## src/rtl/opnd_collect_buf.sv

```systemverilog
module opnd_collect_buf #(
  parameter int DEPTH  = 4,
  parameter int NBANK  = 4,
  parameter int NSRC   = 3,
  parameter int REG_W  = 8,
  parameter int DATA_W = 32,
  parameter int TAG_W  = 8
) (
  input  logic                    clk,
  input  logic                    rst_n,
  input  logic                    iss_valid,
  output logic                    iss_ready,
  input  logic [TAG_W-1:0]        iss_tag,
  input  logic [NSRC-1:0]         iss_use,
  input  logic [NSRC*REG_W-1:0]   iss_idx,
  output logic [NBANK-1:0]        rd_req,
  output logic [NBANK*REG_W-1:0]  rd_addr,
  input  logic [NBANK*DATA_W-1:0] rd_data,
  output logic                    dsp_valid,
  input  logic                    dsp_ready,
  output logic [TAG_W-1:0]        dsp_tag,
  output logic [NSRC*DATA_W-1:0]  dsp_opnd
);
  localparam int PW = $clog2(DEPTH);
  localparam int BW = $clog2(NBANK);
  localparam int SW = (NSRC > 1) ? $clog2(NSRC) : 1;

  logic [DEPTH-1:0]  live;
  logic [TAG_W-1:0]  tag_q  [DEPTH];
  logic [NSRC-1:0]   done_q [DEPTH];
  logic [NSRC-1:0]   busy_q [DEPTH];
  logic [REG_W-1:0]  idx_q  [DEPTH][NSRC];
  logic [DATA_W-1:0] opd_q  [DEPTH][NSRC];
  logic [PW-1:0]     head, tail;

  logic [NBANK-1:0]  ret_v;
  logic [PW-1:0]     ret_slot [NBANK];
  logic [SW-1:0]     ret_src  [NBANK];

  logic [NBANK-1:0]  gnt;
  logic [PW-1:0]     gnt_slot [NBANK];
  logic [SW-1:0]     gnt_src  [NBANK];
  logic [PW-1:0]     age_slot [DEPTH];

  logic dsp_fire, iss_fire;

  for (genvar a = 0; a < DEPTH; a++) begin : g_age
    assign age_slot[a] = head + PW'(a);
  end

  always_comb begin
    gnt = '0;
    for (int b = 0; b < NBANK; b++) begin
      gnt_slot[b] = '0;
      gnt_src[b]  = '0;
      for (int a = 0; a < DEPTH; a++) begin
        for (int k = 0; k < NSRC; k++) begin
          if (!gnt[b] && live[age_slot[a]] && !done_q[age_slot[a]][k] &&
              !busy_q[age_slot[a]][k] &&
              idx_q[age_slot[a]][k][BW-1:0] == BW'(b)) begin
            gnt[b]      = 1'b1;
            gnt_slot[b] = age_slot[a];
            gnt_src[b]  = SW'(k);
          end
        end
      end
    end
  end

  assign rd_req = gnt;
  for (genvar b = 0; b < NBANK; b++) begin : g_addr
    assign rd_addr[b*REG_W +: REG_W] = idx_q[gnt_slot[b]][gnt_src[b]];
  end

  assign dsp_valid = live[head] && (&done_q[head]);
  assign dsp_fire  = dsp_valid && dsp_ready;
  assign iss_ready = !live[tail] || dsp_fire;
  assign iss_fire  = iss_valid && iss_ready;
  assign dsp_tag   = tag_q[head];
  for (genvar k = 0; k < NSRC; k++) begin : g_opnd
    assign dsp_opnd[k*DATA_W +: DATA_W] = opd_q[head][k];
  end

  always_ff @(posedge clk) begin
    if (!rst_n) begin
      live  <= '0;
      head  <= '0;
      tail  <= '0;
      ret_v <= '0;
      for (int b = 0; b < NBANK; b++) begin
        ret_slot[b] <= '0;
        ret_src[b]  <= '0;
      end
      for (int s = 0; s < DEPTH; s++) begin
        tag_q[s]  <= '0;
        done_q[s] <= '0;
        busy_q[s] <= '0;
        for (int k = 0; k < NSRC; k++) begin
          idx_q[s][k] <= '0;
          opd_q[s][k] <= '0;
        end
      end
    end else begin
      ret_v <= gnt;
      for (int b = 0; b < NBANK; b++) begin
        ret_slot[b] <= gnt_slot[b];
        ret_src[b]  <= gnt_src[b];
        if (gnt[b]) busy_q[gnt_slot[b]][gnt_src[b]] <= 1'b1;
        if (ret_v[b]) begin
          opd_q[ret_slot[b]][ret_src[b]]  <= rd_data[b*DATA_W +: DATA_W];
          done_q[ret_slot[b]][ret_src[b]] <= 1'b1;
          busy_q[ret_slot[b]][ret_src[b]] <= 1'b0;
        end
      end
      if (dsp_fire) begin
        live[head] <= 1'b0;
        head       <= head + PW'(1);
      end
      if (iss_fire) begin
        live[tail]   <= 1'b1;
        tag_q[tail]  <= iss_tag;
        done_q[tail] <= ~iss_use;
        busy_q[tail] <= '0;
        for (int k = 0; k < NSRC; k++) begin
          idx_q[tail][k] <= iss_idx[k*REG_W +: REG_W];
          opd_q[tail][k] <= '0;
        end
        tail <= tail + PW'(1);
      end
    end
  end


  occupancy_step_chk: assert property (@(posedge clk) disable iff (!rst_n)
    (iss_valid && iss_ready && !(dsp_valid && dsp_ready)) |=>
      $countones(live) == $past($countones(live)) + 1);


  dispatch_hold_chk: assert property (@(posedge clk) disable iff (!rst_n)
    (dsp_valid && !dsp_ready) |=> (dsp_valid && $stable(dsp_tag) && $stable(dsp_opnd)));

  for (genvar b = 0; b < NBANK; b++) begin : g_chk

    return_target_chk: assert property (@(posedge clk) disable iff (!rst_n)
      ret_v[b] |-> (live[ret_slot[b]] && busy_q[ret_slot[b]][ret_src[b]] &&
                    !done_q[ret_slot[b]][ret_src[b]]));

    bank_map_chk: assert property (@(posedge clk) disable iff (!rst_n)
      rd_req[b] |-> (rd_addr[b*REG_W +: BW] == BW'(b)));
  end
endmodule

```

## config.mk

```make
export PLATFORM = sky130hd
export DESIGN_NAME = opnd_collect_buf
export DESIGN_NICKNAME = d
export VERILOG_FILES = /design/src/rtl/opnd_collect_buf.sv
export SDC_FILE = /design/constraint.sdc
export NUM_CORES = 2
export LEC_CHECK = 0
export BUFFER_PORTS_ARGS = -buffer_cell sky130_fd_sc_hd__buf_2
export CORE_MARGIN = 1
export CORE_UTILIZATION = 25
export CTS_CLUSTER_DIAMETER = 120
export DETAILED_ROUTE_END_ITERATION = 10
export PLACE_DENSITY = 0.43
export SLEW_MARGIN = 20
export SYNTH_ARGS = -nofsm -noshare
export SYNTH_HDL_FRONTEND = slang
export SYNTH_SLANG_ARGS = --single-unit
```

## constraint.sdc

```tcl
create_clock -name clk -period 5.7 [get_ports clk]
set_input_delay 1.14 -clock clk [delete_from_list [all_inputs] [get_ports clk]]
set_output_delay 1.14 -clock clk [all_outputs]
set_load 0.005 [all_outputs]
```

Yosys cells after proc, flatten, opt, wreduce, memory -nomap -nowiden
Memories as Yosys holds them, arrays and structs flattened. A register that Yosys moved wholly into a read port is not among the register bits. Cells that the tools add are included.

RAM bits: 552. Logic and storage cells: 688. Output and inout port bits: 142. Input bits: 167. Memories kept: 7. Register bits: 12.

Memory list: opd_q (depth 4, bits a word 96, rd ports 1, clocked after memory_dff 1, wr ports 5, line 33) `logic [DATA_W-1:0] opd_q [DEPTH][NSRC];`; idx_q (depth 4, bits a word 24, rd ports 8, clocked after memory_dff 1, wr ports 4, line 32) `logic [REG_W-1:0] idx_q [DEPTH][NSRC];`; tag_q (depth 4, bits a word 8, rd ports 1, clocked after memory_dff 1, wr ports 4, line 29) `logic [TAG_W-1:0] tag_q [DEPTH];`; busy_q (depth 4, bits a word 3, rd ports 4, clocked after memory_dff 1, wr ports 9, line 31) `logic [NSRC-1:0] busy_q [DEPTH];`; done_q (depth 4, bits a word 3, rd ports 4, clocked after memory_dff 1, wr ports 5, line 30) `logic [NSRC-1:0] done_q [DEPTH];`; ret_slot (depth 4, bits a word 2, rd ports 4, clocked after memory_dff 0, wr ports 4, line 37) `logic [PW-1:0] ret_slot [NBANK];`; +1 memories.

Equal/unequal tests: 36. Bitwise gates (word level): 20. Reductions and logical operators: 296. $add $sub $neg: 4. $lt $le $gt $ge: 35. Mux-type cells: 286.

Operators with widths (count): $mux W96 (12); $reduce_or A96 Y1 (4); $demux W32 S2 (4); $mux W2 (120); $logic_and A1 B1 Y1 (199); $mux W32 (4); $mux W1 (90); $mux W3 (24); $mux W8 (9); $logic_not A1 Y1 (69); $bmux W8 S2 (4); $eq A2 B2 Y1 const B (24); $lt A2 B3 Y1 const B (13); $eq A2 B1 Y1 const B (12); $ge A3 B3 Y1 const B (8); $logic_not A2 Y1 (12); $mux W24 (1); $not A2 Y3 (8); $reduce_or A24 Y1 (1); $reduce_or A3 Y1 (8); $demux W1 S2 (10); $ge A2 B1 Y1 const B (10); $lt A3 B1 Y1 const B (4); $mux W4 (3); other kinds (11) (24).

Longest topological paths before layout
Depth in word-level cells: 79. Mapped depth: 19. Depth with buffers taken out: 13.

Least setup slack after synthesis
Ideal clock, no wire load.

Path type: reg2out. From: reg head[1]. To: out rd_addr[25]. Buffers on the path: 6. Path slack: 0.267 ns. Cell stages (with the launch flop): 18. Data arrival time: 4.293 ns. Cells stage by stage: dfxtp_1 buf_2 buf_2 inv_1 ha_1 buf_6 inv_2 mux4_2 nor4_4 nor3_1 a211o_1 buf_2 nand2_4 buf_6 buf_6 mux2i_1 o22ai_1 or4b_1.

RTL lines: from (decl) (line 34) `logic [PW-1:0] head, tail;`; from (signal assigned) (line 117) `head <= head + PW'(1);`; to (decl) (line 17) `output logic [NBANK*REG_W-1:0] rd_addr,`.

==> flow_summary.toml <==
[run_status]
outcome = "completed"

[sta]
period_share_pct = 99.3
slew_viol_final = 0
max_freq_ghz = 0.177
fin_skew_ns = 0.0308
maxSlewHeadroom_pct = 20.3
hold_violations = 0
finalCriticalPeriod_ns = 5.66
rsz0062_at_grt = "yes"
setup_viol = 0
tightest_slew_ns = 1.20

[yosys]
synth_flop_cell = "dfxtp_1"
synth.yosys.seq_area_share_pct = 33.4
synthTopCellsByArea = "dfxtp_1, mux4_2, edfxtp_1"
synth_top_area_share_pct = 23.2
ys_warn_count = 0
ys_types = 105
synth-edff-count = 128
postSynthAreaPerCell_um2 = 8.25
synthCells = 4578
synth_area_um2 = 37800
synth.net_count = 4753
yosys.area.top_type = "dfxtp_1"
async_flop_share_pct = 0
synth-seq-cells = 566

[drt]
wl_per_cell_um = 31.1
first_iter_violations = 5082
wirelength_um = 209000
vias = 40700
drc = 0
ant_nets = 0
first_pass_iters = 6
via_per_inst = 6.05

[global_route]
grt_pass1_vias = 37900
antenna_found_initial = 31
grt_usage_pct = 26.3
grt_pass1_wl_um = 293000
grt_max_degree = 89
grt_overflow = 0

[setup_path]
path_cells = "inv_4, ha_4, buf_4, mux2i_1, mux2_4, nor4_4, buf_4, a2111oi_4, o21ai_4, nand2_4, mux2_4, o211ai_1, or4b_4, buf_6"
timing.rr.end = "opd_q[0][83]"
cp_slowest_cell = "or4b_4"
rrSetupSlack_ns = 1.09
worst_setup_path_end_kind = "primary output"
crit_fanout = 7
critPathLaunchType = "flip-flop"
timing.rr.start = "head[0]"
max_stage_delay_ns = 0.51
arrival_ns = 4.52
rr_worst_depth = 10
cp.required_ns = 4.56
criticalPathCategory = "reg -> out"

[clock_tree]
postCtsHoldBufs = 0
clk_pin_slew_ns = 0.06
cts_root_buf = "clkbuf_16"
clk_latency_ns = 0.69
cts_buffers = 76
cts_buffer_depth = 3
cts_tree = "done"
cts_sinks = 566
htree_num_levels = 3

[worst_hold_path]
whs_path_depth = 2
hp-class = "reg -> reg"
worstHoldStart = "opd_q[3][95]"
holdPathEnd = "opd_q[3][95]"

[final_layout]
final_nets = 4820
fin_area_um2 = 45100
syn2layout_area_growth_pct = 19.5
finalNonFillerCells = 6730
drive_gt1_share_pct = 22.7

[placed_design]
place_inst = 6527
portBuffers = 308
place_congestion = 0.920
placed_area_um2 = 41400
hpwl_um = 133000

[power]
seq_power_share_pct = 37.1
leakage_nw = 16.5
p_int_mw = 8.25
power_density_nw_per_um2 = 276
peakVddDrop_mv = 0.205
clock_power_share_pct = 38.0
p_sw_mw = 4.22
p_comb_share_pct = 25.0
p_sw_share_pct = 33.8

[floorplan]
num_rows = 142
core_area_um2 = 150000
die_w_um = 391
fp.dieArea_um2 = 153000
start_util_pct = 25.2
die_h_um = 391
num_io_pins = 309

[job]
drv_cap = 0
[layer usage]
layer / GRT usage, % / vias up / wire, µm
li1: - / 17300 / -
met3: 6.63 / 463 / 21100
met4: 11.7 / 22 / 8800
met1: 35.8 / 20400 / 89000
met5: 0.128 / - / 138
met2: 39.0 / 2489 / 90300
[layout make-up]
cell class	count	area, µm²
Fill cell	16000	105000
Multi-Input combinational cell	3455	23800
Sequential cell	566	12600
Timing Repair Buffer	521	3610
Tap cell	2016	2520
Clock buffer	103	2200
Clock inverter	27	180
Inverter	25	104
Antenna cell	17	42.5
[repair_timing]
item                                    CTS  global route
endpoints found under the setup margin   32            32
buffers inserted                         15            31
pin swaps                                 8            32
cloned                                    6             6
gates resized for setup                  58            70
[state kept, by name (all words and copies together) (netlist names), named ones only]
| register | flops |
|---|---|
| opd_q | 384 |
| idx_q | 96 |
| tag_q | 32 |
| busy_q | 12 |
| done_q | 12 |
| ret_slot | 8 |
| ret_src | 8 |
| live | 4 |
| ret_v | 4 |
| head | 2 |
| tail | 2 |
[power groups by stage]
stage | logic (mW) | clock network (mW) | registers, mW
after floorplan | 1.63 | 0 | 4.55
after global placement | 2.83 | 0 | 4.69
after detailed placement | 2.83 | 0 | 4.69
after CTS | 2.95 | 4.82 | 4.60
after global routing | 3.26 | 4.96 | 4.64
final | 3.11 | 4.74 | 4.62
[placed cells by master, fill, tap and decap left out, types with 21 or more instances in the layout]
master,netlist,layout
buf_2,23,301
a21oi_1,585,583
a211oi_1,120,120
a221oi_1,348,348
mux2i_1,51,50
mux4_2,194,194
nand2b_1,22,21
a22oi_1,143,141
nand3_1,94,87
edfxtp_1,128,128
nor3_1,54,42
nand2_1,461,450
and2_1,81,75
dfxtp_1,438,434
and3_1,85,79
nor2_1,810,769
o211ai_1,36,36
mux2_2,29,23
o21ai_0,45,45
clkbuf_16,0,83
o22ai_1,27,27
nor2_4,0,35
buf_4,7,181
[kinds of logic (layout without fill, tap and decap cells)]
family          Yosys count  count (layout)  share of synthesized area [%]
compound gates         1414            1414                           25.7
xor+xnor                  2               2                         0.0464
fa+ha+maj                 8               8                          0.265
buf+inv                 559             676                           5.96
flops                   566             566                           33.4
mux                     276             276                           13.9
other cells               0              17                              0
simple gates           1753            1755                           20.8
[cells in the mapped netlist, drive strengths merged, types with 9 or more instances]
cell	instances
mux2i	51
nand3	94
a211oi	121
nor3	54
nor4	21
a21oi	585
nand2	463
o211ai	37
mux2	30
nor2b	16
clkbuf	454
o21ai	50
or2	13
nor3b	9
buf	80
a2bb2oi	9
inv	25
edfxtp	128
mux4	195
dfxtp	438
and3	86
and2	84
nand4	20
nor4b	17
a221oi	350
nand2b	22
nor2	811
o22ai	29
or3	10
a22oi	144
[worst max path at each step]
| stage | start | end | cells past startpoint |
|---|---|---|---|
| 2_1_floorplan | head[1] | rd_addr[25] | 17 |
| 3_3_place_gp | flip-flop | rd_addr[22] | 11 |
| 3_5_place_dp | head[0] | rd_addr[25] | 14 |
| 4_1_cts | head[1] | rd_addr[10] | 14 |
| 5_1_grt | head[0] | rd_addr[26] | 13 |
| 6_report | head[0] | rd_addr[25] | 14 |
[per-stage QoR]
stage / hold WS (ns) / total power [mW] / setup TNS [ns] / util [%] / setup slack (ns)
global placement: 0.435 / 7.52 / 0 / 27.6 / 0.243
global route: 0.478 / 12.9 / -0.378 / 30.1 / -0.0465
floorplan: 0.429 / 6.19 / 0 / - / 0.267
finish: 0.456 / 12.5 / 0 / 30.1 / 0.0406
CTS: 0.457 / 12.4 / -0.0203 / 29.6 / -0.00930
detailed placement: 0.449 / 7.52 / 0 / 27.6 / 0.254
[critical path: cells and delay by family, from the launching register on]
kind | cells | cell delay [ns]
buf+inv | 4 | 0.55
flops | 1 | 0.40
simple gates | 3 | 1.12
mux | 3 | 0.77
fa+ha+maj | 1 | 0.38
compound gates | 3 | 0.61
(Power assumes the default switching activity.)
